[src/rtl/bxs_pkg.sv]
package bxs_pkg;
    typedef enum logic [1:0] {
        S_IDLE   = 2'd0,
        S_ISSUE  = 2'd1,
        S_FINISH = 2'd2
    } seq_state_t;
endpackage

[src/rtl/bxs_popcount.sv]
module bxs_popcount #(
    parameter int WIDTH = 16,
    localparam int CW = $clog2(WIDTH + 1)
) (
    input  logic [WIDTH-1:0] vec,
    output logic [CW-1:0]    count
);
    always_comb begin
        count = '0;
        for (int i = 0; i < WIDTH; i++) begin
            count = count + CW'(vec[i]);
        end
    end
endmodule

[src/rtl/bxs_lowest_pick.sv]
module bxs_lowest_pick #(
    parameter int WIDTH = 16,
    localparam int IW = $clog2(WIDTH)
) (
    input  logic [WIDTH-1:0] vec,
    output logic [IW-1:0]    idx
);
    // scan downward so the lowest set bit is the last one written
    always_comb begin
        idx = '0;
        for (int i = WIDTH - 1; i >= 0; i--) begin
            if (vec[i]) idx = IW'(i);
        end
    end
endmodule

[src/rtl/blk_xfer_addr_seq.sv]
module blk_xfer_addr_seq
    import bxs_pkg::*;
#(
    parameter int REGS       = 16,
    parameter int AW         = 32,
    parameter int WORD_BYTES = 4
) (
    input  logic                    clk,
    input  logic                    rst_n,
    input  logic                    start,
    input  logic [AW-1:0]           base_addr,
    input  logic [REGS-1:0]         reg_mask,
    input  logic                    is_load,
    input  logic                    go_up,
    input  logic                    step_first,
    input  logic                    wb_en,
    output logic                    beat_valid,
    input  logic                    beat_ready,
    output logic [$clog2(REGS)-1:0] beat_reg,
    output logic [AW-1:0]           beat_addr,
    output logic                    busy,
    output logic                    done,
    output logic [AW-1:0]           new_base,
    output logic                    pc_loaded
);
    localparam int IDX_W = $clog2(REGS);
    localparam int CNT_W = $clog2(REGS + 1);
    localparam int SH    = $clog2(WORD_BYTES);
    localparam logic [AW-1:0] STEP = AW'(WORD_BYTES);

    seq_state_t          state, nxt;
    logic [REGS-1:0]     pend_q, rest;
    logic [AW-1:0]       cur_addr_q, nb_q;
    logic                pc_q;
    logic [CNT_W-1:0]    sel_cnt;
    logic [IDX_W-1:0]    pick_idx;
    logic [AW-1:0]       aligned, span, first_addr, final_base;

    bxs_popcount #(.WIDTH(REGS)) u_count (
        .vec   (reg_mask),
        .count (sel_cnt)
    );

    bxs_lowest_pick #(.WIDTH(REGS)) u_pick (
        .vec (pend_q),
        .idx (pick_idx)
    );

    // start-time address arithmetic
    always_comb begin
        aligned = base_addr & ~(STEP - AW'(1));
        span    = {{(AW-CNT_W){1'b0}}, sel_cnt} << SH;
        if (go_up) begin
            first_addr = step_first ? aligned + STEP : aligned;
        end else begin
            first_addr = step_first ? aligned - span : aligned - span + STEP;
        end
        if (wb_en) begin
            final_base = go_up ? aligned + span : aligned - span;
        end else begin
            final_base = aligned;
        end
    end

    assign rest = pend_q & ~(REGS'(1) << pick_idx);

    // next-state logic
    always_comb begin
        nxt = state;
        unique case (state)
            S_IDLE:   if (start) nxt = (reg_mask == '0) ? S_FINISH : S_ISSUE;
            S_ISSUE:  if (beat_ready && rest == '0) nxt = S_FINISH;
            S_FINISH: nxt = S_IDLE;
            default:  nxt = S_IDLE;
        endcase
    end

    // state register
    always_ff @(posedge clk or negedge rst_n) begin
        if (!rst_n) state <= S_IDLE;
        else        state <= nxt;
    end

    // datapath registers
    always_ff @(posedge clk or negedge rst_n) begin
        if (!rst_n) begin
            pend_q     <= '0;
            cur_addr_q <= '0;
            nb_q       <= '0;
            pc_q       <= 1'b0;
        end else if (state == S_IDLE && start) begin
            pend_q     <= reg_mask;
            cur_addr_q <= first_addr;
            nb_q       <= final_base;
            pc_q       <= is_load & reg_mask[REGS-1];
        end else if (state == S_ISSUE && beat_ready) begin
            pend_q     <= rest;
            cur_addr_q <= cur_addr_q + STEP;
        end
    end

    // outputs
    always_comb begin
        beat_valid = 1'b0;
        done       = 1'b0;
        busy       = 1'b1;
        unique case (state)
            S_IDLE:   busy = 1'b0;
            S_ISSUE:  beat_valid = 1'b1;
            S_FINISH: done = 1'b1;
            default:  busy = 1'b0;
        endcase
        beat_reg  = pick_idx;
        beat_addr = cur_addr_q;
        new_base  = nb_q;
        pc_loaded = pc_q;
    end

    assert_word_aligned_R2: assert property (@(posedge clk) disable iff (!rst_n)
        beat_valid |-> beat_addr[SH-1:0] == '0);

    assert_addr_step_R2: assert property (@(posedge clk) disable iff (!rst_n)
        (beat_valid && beat_ready) |=> (!beat_valid || beat_addr == $past(beat_addr) + STEP));

    assert_reg_ascending_R1: assert property (@(posedge clk) disable iff (!rst_n)
        (beat_valid && beat_ready) |=> (!beat_valid || beat_reg > $past(beat_reg)));

    assert_stall_hold_R9: assert property (@(posedge clk) disable iff (!rst_n)
        (beat_valid && !beat_ready) |=> (beat_valid && $stable(beat_addr) && $stable(beat_reg)));

    assert_done_pulse_R10: assert property (@(posedge clk) disable iff (!rst_n)
        done |=> (!done && !beat_valid));

    assert_busy_results_R12: assert property (@(posedge clk) disable iff (!rst_n)
        busy |=> ($stable(new_base) && $stable(pc_loaded)));
endmodule

[config.mk]
export PLATFORM = sky130hd
export DESIGN_NAME = blk_xfer_addr_seq
export DESIGN_NICKNAME = d
export VERILOG_FILES = /design/src/rtl/bxs_pkg.sv /design/src/rtl/bxs_popcount.sv /design/src/rtl/bxs_lowest_pick.sv /design/src/rtl/blk_xfer_addr_seq.sv
export SDC_FILE = /design/constraint.sdc
export NUM_CORES = 1
export LEC_CHECK = 0
export BUFFER_PORTS_ARGS = -buffer_cell sky130_fd_sc_hd__buf_4
export CELL_PAD_IN_SITES_DETAIL_PLACEMENT = 1
export CELL_PAD_IN_SITES_GLOBAL_PLACEMENT = 1
export CORE_MARGIN = 2
export CORE_UTILIZATION = 39
export DETAILED_ROUTE_END_ITERATION = 16
export GPL_TIMING_DRIVEN = 0
export PLACE_DENSITY = 0.9
export SYNTH_ARGS = -nofsm -noshare
export SYNTH_HDL_FRONTEND = slang
export SYNTH_HIERARCHICAL = 1
export SYNTH_SLANG_ARGS = --single-unit
[constraint.sdc]
create_clock -name clk -period 2.3 [get_ports clk]
set_input_delay 0 -clock clk [delete_from_list [all_inputs] [get_ports clk]]
set_output_delay 0 -clock clk [all_outputs]
set_load 0.05 [all_outputs]
==> results of run 1 <==
-- path summary, 6_finish.rpt --
path,end,slack (ps)
worst max-delay path,beat_addr[18]$_DFFE_PN0P_,-4200
worst min-delay path,new_base[30]$_DFFE_PN0P_,5
worst max register to register,state[1]$_DFFE_PN0P_,-1550
worst min register to register,new_base[28]$_DFFE_PN0P_,500
max in group asynchronous,pend_q[0]$_DFFE_PN0P_,1080
min in group asynchronous,new_base[3]$_DFFE_PN0P_,420
-- area by class of cell --
cell class	instances	area, sq um	area share, %
clock buffer	9	225	1.76
clock inverter	7	81.3	0.634
buffer	73	417	3.25
timing repair buffer	260	2210	17.2
multi-input combinational	863	7360	57.4
inverter	49	199	1.55
sequential	79	1990	15.5
tap	270	338	2.63
antenna	1	2.50	0.0195
-- cells by family after synthesis --
kind of cell,count (synthesis),synth area share [%]
XOR/XNOR,106,11.5
adder cells (fa/ha/maj),33,6.21
buffers and inverters,126,6.22
flip-flops,79,24.4
multiplexers,21,2.75
other,1,0.0463
AND/OR/NAND/NOR,437,28.0
AO/OA/AOI/OAI,262,20.9
-- state kept, by name, summed over array words and instances (netlist names) --
name / flops
state: 2
beat_addr: 30
new_base: 30
pend_q: 16
pc_loaded: 1
-- what timing repair did --
action / CTS / global route
buffers inserted: 63 / 70
resized for setup: 227 / 185
setup endpoints to repair: 74 / 79
gates cloned: 3 / 1
pin swaps: 86 / 89
endpoints found under the hold margin: 96 / 0
hold buffers: 18 / 0
-- worst max-delay path: cells and delay by family --
family          cells  cell delay, ps
compound gates      5            1480
fa+ha+maj           7            3160
buf+inv             5             600
mux                 2             720
simple gates        4             760
-- synth_stat cells (7+ instances only) --
cell / count / area (sq um)
a211oi_1: 14 / 105
a21o_1: 11 / 82.6
a21oi_1: 42 / 210
a31oi_1: 7 / 43.8
and3_1: 19 / 119
and4_1: 7 / 61.3
buf_1: 8 / 30.0
clkbuf_1: 59 / 221
dfrtp_1: 79 / 1980
fa_1: 12 / 240
ha_1: 21 / 263
inv_1: 48 / 180
mux2i_1: 20 / 200
nand2_1: 139 / 522
nand2b_1: 10 / 62.6
nand3_1: 38 / 190
nand4_1: 28 / 175
nor2_1: 76 / 285
nor2b_1: 8 / 50.1
nor3_1: 30 / 150
nor4_1: 23 / 144
o211ai_1: 7 / 52.6
o21ai_0: 101 / 505
o22ai_1: 18 / 113
o31ai_1: 7 / 52.6
or3_1: 15 / 93.8
xnor2_1: 57 / 499
xor2_1: 49 / 429
-- power breakdown --
group	leakage (nW)	internal [mW]	total, mW	switching, mW
Combinational	4.08	5.87	15.1	9.20
Sequential	0.942	2.08	3.26	1.18
Clock	0.140	0.860	1.64	0.777
-- routing by layer --
layer  track usage (%)  up-vias  routed length (um)
li1                  -     4356                   -
met3              7.42      544                7660
met4              18.0        0                5670
met2              64.2     1317               23800
met5                 0        -                   0
met1              46.9     5686               19100
==> flow_summary.toml, run 1 <==
[critical_path]
ff2ff_path_depth = 12
crit_type = "primary input to flop"
crit_arrival_ps = 6740
cpMaxStageDelayCell = "a222oi_1"
critical_path.max_fanout = 7
start_kind = "primary input"
critPathRequiredTime_ps = 2540
path_cells = "buf_4 -> fa_1 -> inv_1 -> fa_1 -> fa_1 -> fa_1 -> fa_2 -> fa_2 -> nor2b_1 -> o21a_2 -> inv_2 -> ha_4 -> buf_8 -> o211ai_1 -> a21oi_2 -> o21ai_1 -> a222oi_1 -> buf_4 -> nand4b_1 -> nor2_2 -> mux2i_2 -> mux2i_1 -> nor2_1"
crit_path_start = "reg_mask[9]"
worst_r2r_startpoint = "pend_q[15]$_DFFE_PN0P_"
endpoint_kind = "flop"
crit_top_cell = "fa_1"
slowest_delay_ps = 590

[job]
drv_cap = 0

[placed_design]
place_area_sq_mm = 0.00963
post-place-ws_ps = -4260
dp_cells = 1447
gp_congestion = 1.01
port_buffers = 109
hpwl_um = 26600

[synth]
synth-edff-count = 0
synthFlopType = "dfrtp_1"
syn_inst = 1065
syn_avg_cell_area_sq_um = 7.61
yosys_warnings = 6
post_synth_num_cell_types = 75
syn_area_sq_mm = 0.00810
yosysSeqAreaShare_pct = 24.4
ys_ff_latch = 79
async_reset_ff_share_pct = 100

[floorplan]
pin_count = 128
die_h_um = 148
die-width_um = 148
fp.coreArea_sq_mm = 0.0203
rows = 52
start_util_pct = 39.9
die-area_sq_mm = 0.0219

[clock_network]
cts_num_sinks = 79
clk_pin_slew_ps = 80
cts_root_buf = "clkbuf_16"
cts_buffer_depth = 2
clk_latency_ps = 360
cts_tree = "yes"
htreeDepth = 3
cts_made_buffers = 9

[sta]
drv_slew = 0
clock_skew_ps = 12.2
setup_viol = 80
tightestPinTransition_ps = 1160
hold_viol_final = 0
period_minus_slack_ps = 6500
finalCritPeriodShare_pct = 283
fmax_ghz = 0.154
slew_headroom_pct = 21.9
setup_tns_ps = -203220
setup_slack_ps = -4200
whs_ps = 4.75
rsz0062_at_grt = "yes"

[global_routing]
grt_use_total_pct = 38.1
grt_pass1_wl_um = 64900
overflow = 0
grt_max_degree = 80
grt_antenna_before_repair = 3
grt_pass1_vias = 10900

[min_path]
min_path_cells = 3
hold_class = "primary input to flop"
min_from = "base_addr[30]"

[route]
viasPerCell = 7.39
routedWlPerCell_um = 34.9
finalWirelength_um = 56300
drt_iter0_drc = 1815
num_vias = 11900
antenna_left = 0
dr.pass1.iters = 7
route.detailed.drc = 0

[layout]
mostFrequentLayoutCell = "buf_4"
final_cell_mix = "buf_4, nand2_1, dfrtp_1"
final_nets = 1424
area_growth_pct = 58.2
finalInstanceArea_sq_mm = 0.0128
drive_above_1_share_pct = 42.2
fin_cells = 1611
fillCellCount = 2309
final_util_pct = 63.2

[power_and_ir_drop]
totalPowerFinal_mw = 20.0
ir_drop_mv = 0.873
leakage_nw = 5.16
powerDensity_mw_per_mm2 = 1560

[run_status]
violations = "setup timing"
status = "finished, violations left"
Note: power is estimated with default switching activity, not from simulation.
==> inputs of run 2 (changes only) <==
Settings changed: BUFFER_PORTS_ARGS -buffer_cell sky130_fd_sc_hd__buf_4 to -buffer_cell sky130_fd_sc_hd__buf_2, CORE_UTILIZATION 39 to 43, CTS_BUF_LIST set to sky130_fd_sc_hd__clkbuf_16, PLACE_DENSITY 0.9 to 0.93.
Clock period 2.3 ns to 6.3 ns, I/O delays scaled along.
==> run 2 against run 1 <==
The run now ends clean. Via count is 20% lower. Total power is 76% lower. Worst hold slack better by 28 ps. Register-to-register slack better by 4700 ps. Clock power is 68% lower. Worst setup slack better by 4500 ps. Global-route usage is 2.2 points lower. Non-clock buffer count is 126 lower. Die area is 9.1% lower. Largest power group unchanged. Count of clock-buffer cells in the layout stayed put. Final cell count is 10% lower. Sequential cell count stayed put.
==> flow_summary.toml, run 2 (synthesis results as in run 1) <==
[critical_path]
ff2ff_path_depth = 13
slowest_delay_ps = 580
crit_type = "primary input to flop"
crit_arrival_ps = 6210
critPathRequiredTime_ps = 6480
crit_top_cell = "fa_1"
endpoint_kind = "flop"
ff2ff_setup_slack_ps = 3170
r2r-end = "state[1]$_DFFE_PN0P_"
path_cells = "buf_2 -> inv_1 -> fa_1 -> fa_1 -> fa_1 -> fa_1 -> fa_2 -> fa_2 -> inv_1 -> fa_2 -> xor2_1 -> or4_4 -> nor4b_4 -> nor2_1 -> nor3_2 -> nand4_1 -> xnor2_1 -> a2111oi_2 -> a211oi_1"
start_kind = "primary input"
worst_r2r_startpoint = "pend_q[8]$_DFFE_PN0P_"
critical_path.max_fanout = 5
crit_path_start = "reg_mask[2]"
cpMaxStageDelayCell = "fa_1"

[job]
drv_cap = 0

[clock_network]
cts_buffer_depth = 2
clk_pin_slew_ps = 60
clk_latency_ps = 350
cts_tree = "yes"
cts_made_buffers = 9
htreeDepth = 3
cts_root_buf = "clkbuf_16"
cts_num_sinks = 79

[sta]
setup_viol = 0
hold_viol_final = 0
clock_skew_ps = 7.75
slew_headroom_pct = 33.4
drv_slew = 0
finalCritPeriodShare_pct = 95.8
period_minus_slack_ps = 6040
whs_ps = 33.0
rsz0062_at_grt = "no"
tightestPinTransition_ps = 974
fmax_ghz = 0.166

[placed_design]
hpwl_um = 26200
gp_congestion = 0.983
port_buffers = 109

[floorplan]
rows = 50
pin_count = 128
die_h_um = 141
start_util_pct = 43.6
die-area_sq_mm = 0.0200
die-width_um = 141
fp.coreArea_sq_mm = 0.0186

[layout]
final_cell_mix = "nand2_1, buf_2, o21ai_0"
multi_input_area_sq_mm = 0.00584
area_growth_pct = 19.7
mostFrequentLayoutCell = "nand2_1"
final_util_pct = 52.2
drive_above_1_share_pct = 16.4
final_nets = 1298
register_area_sq_mm = 0.00198
fillCellCount = 2396

[power_and_ir_drop]
ir_drop_mv = 0.182
leakage_nw = 3.94
powerDensity_mw_per_mm2 = 501

[global_routing]
grt_pass1_vias = 9551
grt_antenna_before_repair = 1
overflow = 0
grt_max_degree = 65
grt_use_total_pct = 35.8
grtUsageMet2_pct = 56.8
grt_pass1_wl_um = 55800
top_usage_layer = "met2"
use_met1_pct = 49.4
met3_usage_pct = 7.12

[route]
route.detailed.drc = 0
antenna_left = 0
drt_iter0_drc = 1027
dr.pass1.iters = 6
finalWirelength_um = 35900
num_vias = 9569
routedWlPerCell_um = 24.8
viasPerCell = 6.60

[run_status]
status = "completed"

[min_path]
min_path_cells = 3
hold_class = "primary input to flop"
min_from = "reg_mask[8]"
holdPathEnd = "pend_q[8]$_DFFE_PN0P_"
-- run 2: changes by cell type in the layout (fill, tap and decap cells not counted), sizes merged --
cell,change
buf,-125
clkinv,+1
dlygate4sd3,-1
inv,-1
-- run 2: worst max-delay path, delay by kind of cell --
family	cells	cell delay, ps
AND/OR/NAND/NOR	5	1530
adder cells (fa/ha/maj)	7	3440
XOR/XNOR	2	450
buffers and inverters	3	280
AO/OA/AOI/OAI	2	510
-- run 2: area by class of cell --
type | count | area share, %
inverter | 49 | 1.90
tap | 234 | 3.02
antenna | 1 | 0.0258
timing repair buffer | 135 | 8.31
clock buffer | 9 | 2.32
buffer | 72 | 3.19
clock inverter | 7 | 0.671
multi-input combinational | 863 | 60.2
sequential | 79 | 20.4
-- run 2: worst max path at each step --
stage,cells after the start,endpoint,slack [ps]
2_1_floorplan,23,beat_addr[25]$_DFFE_PN0P_,340
4_1_cts,20,beat_addr[25]$_DFFE_PN0P_,30
3_3_place_gp,23,beat_addr[24]$_DFFE_PN0P_,-800
6_report,19,beat_addr[25]$_DFFE_PN0P_,260
3_5_place_dp,24,beat_addr[24]$_DFFE_PN0P_,-1090
5_1_grt,22,beat_addr[23]$_DFFE_PN0P_,10
-- run 2: per-layer routing --
layer / part of all wire (%) / vias up / wire, um
li1: - / 4111 / -
met1: 41 / 4709 / 14800
met2: 45 / 626 / 16000
met3: 10 / 123 / 3750
met4: 3.7 / 0 / 1330
met5: 0 / - / 0
-- run 2: where the power goes --
part	internal [mW]	total (mW)	leakage, nW	switching (mW)
logic	0.957	3.26	2.85	2.30
clock network	0.304	0.527	0.136	0.223
registers	0.754	1.07	0.956	0.314
-- run 2: timing repair --
action                                  4_1_cts  5_1_grt
setup buffers                                 4        4
endpoints found under the setup margin       18       18
pin swaps                                     4        9
endpoints found under the hold margin        94        0
hold buffers                                 17        0
resized for setup                            21       30
-- run 2: metrics by stage --
step           setup WS (ps)  total power [mW]  instance area (sq um)  cells  TNS [ps]
2_1_floorplan            337              3.16                   8110   1068         0
3_3_place_gp            -802              3.89                   8950   1411     -8120
3_5_place_dp           -1090              4.03                   8980   1412    -13790
4_1_cts                 29.4              4.64                   9550   1446         0
5_1_grt                 10.3              5.10                   9700   1449         0
6_report                 264              4.86                   9700   1449         0
==> inputs of run 3 (changes only) <==
Settings changed: CELL_PAD_IN_SITES_DETAIL_PLACEMENT 1 to unset, CELL_PAD_IN_SITES_GLOBAL_PLACEMENT 1 to unset, CORE_MARGIN 2 to unset, CORE_UTILIZATION 43 to 60, CTS_BUF_LIST sky130_fd_sc_hd__clkbuf_16 to sky130_fd_sc_hd__clkbuf_4, PLACE_DENSITY 0.93 to 0.95.
==> run 3 against run 2 <==
Via count up 0.88%. Die area fell by 30%. Count of clock-buffer cells in the layout rose by 1. Total power shrank 6.5%. Highest routed layer unchanged. Largest cell class unchanged. Core utilization up 20 points. Sequential share of layout area is 0.40 points higher. Sequential power is essentially flat. Non-clock buffer count increased by 9.
==> flow_summary.toml, run 3 (synthesis results as in run 1) <==
[layout]
final_cell_mix = "nand2_1, buf_2, o21ai_0"
area_growth_pct = 17.4
fillCellCount = 1071
mostFrequentLayoutCell = "nand2_1"
drive_above_1_share_pct = 15.5
final_nets = 1307
final_util_pct = 72.1
register_area_sq_mm = 0.00198
multi_input_area_sq_mm = 0.00576

[clock_network]
clk_pin_slew_ps = 140
cts_buffer_depth = 2
cts_tree = "yes"
clk_latency_ps = 450
cts_num_sinks = 79
cts_made_buffers = 9
cts_root_buf = "clkbuf_4"
htreeDepth = 3

[sta]
period_minus_slack_ps = 6160
hold_viol_final = 0
finalCritPeriodShare_pct = 97.8
fmax_ghz = 0.162
tightestPinTransition_ps = 1170
setup_tns_ps = 0
clock_skew_ps = 21.9
setup_viol = 0
setup_slack_ps = 137
drv_slew = 0
slew_headroom_pct = 19.7

[placed_design]
post-place-ws_ps = -914
gp_congestion = 1.03
hpwl_um = 23100
port_buffers = 109

[route]
antenna_left = 0
viasPerCell = 6.90
num_vias = 9653
finalWirelength_um = 31500
route.detailed.drc = 0
dr.pass1.iters = 6
drt_iter0_drc = 1490
routedWlPerCell_um = 22.5

[floorplan]
fp.coreArea_sq_mm = 0.0132
die-width_um = 118
rows = 42
die-area_sq_mm = 0.0140
die_h_um = 118
start_util_pct = 61.4
pin_count = 128

[critical_path]
start_kind = "primary input"
endpoint_kind = "flop"
ff2ff_path_depth = 12
r2r-end = "state[0]$_DFFE_PN0P_"
crit_arrival_ps = 6460
ff2ff_setup_slack_ps = 3220
path_cells = "dlygate4sd3_1 -> buf_2 -> inv_1 -> fa_1 -> fa_1 -> fa_1 -> fa_1 -> fa_1 -> xnor2_1 -> inv_1 -> ha_2 -> clkbuf_1 -> or2_2 -> o221ai_2 -> nand3_2 -> and4b_1 -> o32a_2 -> nand2_1 -> mux2i_1 -> and3_1 -> a211oi_1"
slowest_delay_ps = 580
crit_top_cell = "fa_1"
endpoint = "beat_addr[20]$_DFFE_PN0P_"
cpMaxStageDelayCell = "fa_1"
critPathRequiredTime_ps = 6600
crit_type = "primary input to flop"
crit_path_start = "reg_mask[13]"
critical_path.max_fanout = 10
worst_r2r_startpoint = "pend_q[8]$_DFFE_PN0P_"

[power_and_ir_drop]
p_int_mw = 1.87
powerDensity_mw_per_mm2 = 477
p_comb_share_pct = 68.1
leakage_nw = 3.92
p_sw_share_pct = 58.8
sequentialPowerShare_pct = 22.9
switching_power_mw = 2.67
power_frac_clock_pct = 9.0
ir_drop_mv = 0.378

[job]
drv_cap = 0

[global_routing]
met3_usage_pct = 12.4
overflow = 0
grt_max_degree = 64
use_met1_pct = 62.3
top_usage_layer = "met2"
grt_pass1_vias = 8948
grt_use_total_pct = 45.3
grt_antenna_before_repair = 1
grtUsageMet2_pct = 65.8
grt_pass1_wl_um = 48900

[min_path]
hold_class = "primary input to flop"

[run_status]
status = "completed"
[run 3: cell count changes in the layout (fill, tap and decap cells not counted), moves of 3 or more]
cell	delta
clkbuf_16	-9
fa_2	-3
fa_1	+3
dlygate4sd3_1	+8
clkbuf_4	+10
[run 3: what timing repair did]
action | CTS | global route
buffers inserted | 1 | 6
hold endpoints to repair | 101 | 0
hold buffers | 25 | 0
setup endpoints to repair | 13 | 17
pin swaps | 0 | 10
gates resized for setup | 8 | 21
[run 3: through the flow]
step | power [mW] | hold WS, ps | cell area, sq um | cells
2_1_floorplan | 3.16 | -296 | 8110 | 1068
3_3_place_gp | 3.85 | 238 | 8880 | 1353
3_5_place_dp | 3.94 | -104 | 8910 | 1354
4_1_cts | 4.38 | 10.4 | 9370 | 1393
5_1_grt | 4.77 | 22.6 | 9510 | 1399
6_report | 4.54 | 6.59 | 9510 | 1399
[run 3: per-layer routing]
layer | vias to the layer above | wire length [um]
met5 | - | 0
met4 | 0 | 1580
met1 | 4485 | 12200
met2 | 872 | 13200
li1 | 4135 | -
met3 | 161 | 4570
[run 3: worst max-delay path, delay by kind of cell]
family | cells | cell delay [ps]
AO/OA/AOI/OAI | 3 | 830
XOR/XNOR | 1 | 260
multiplexers | 1 | 430
adder cells (fa/ha/maj) | 6 | 2510
buffers and inverters | 5 | 1030
AND/OR/NAND/NOR | 5 | 1390
[run 3: area by class of cell]
| type | count | area share [%] |
|---|---|---|
| antenna | 1 | 0.0263 |
| tap | 176 | 2.32 |
| buffer | 74 | 3.26 |
| multi-input combinational | 863 | 60.5 |
| clock inverter | 5 | 1.12 |
| clock buffer | 10 | 0.789 |
| sequential | 79 | 20.8 |
| inverter | 49 | 1.93 |
| timing repair buffer | 142 | 9.24 |
[run 3: worst min path at each step]
stage / startpoint / end / slack, ps / cells after the start
2_1_floorplan: rst_n / beat_addr[10]$_DFFE_PN0P_ / -300 / 0
3_3_place_gp: is_load / pc_loaded$_DFFE_PN0P_ / 240 / 3
3_5_place_dp: rst_n / beat_addr[20]$_DFFE_PN0P_ / -100 / 1
4_1_cts: start / state[0]$_DFFE_PN0P_ / 10 / 3
5_1_grt: start / state[0]$_DFFE_PN0P_ / 20 / 3
6_report: base_addr[2] / new_base[2]$_DFFE_PN0P_ / 7 / 3
[run 3: power by group through the flow]
stage / combinational, mW / sequential [mW] / clock (mW)
final: 3.09 / 1.04 / 0.408
after global routing: 3.28 / 1.07 / 0.420
after CTS: 2.96 / 1.02 / 0.395
after detailed placement: 2.91 / 1.03 / 0
after global placement: 2.84 / 1.02 / 0
after floorplan: 1.53 / 1.63 / 0
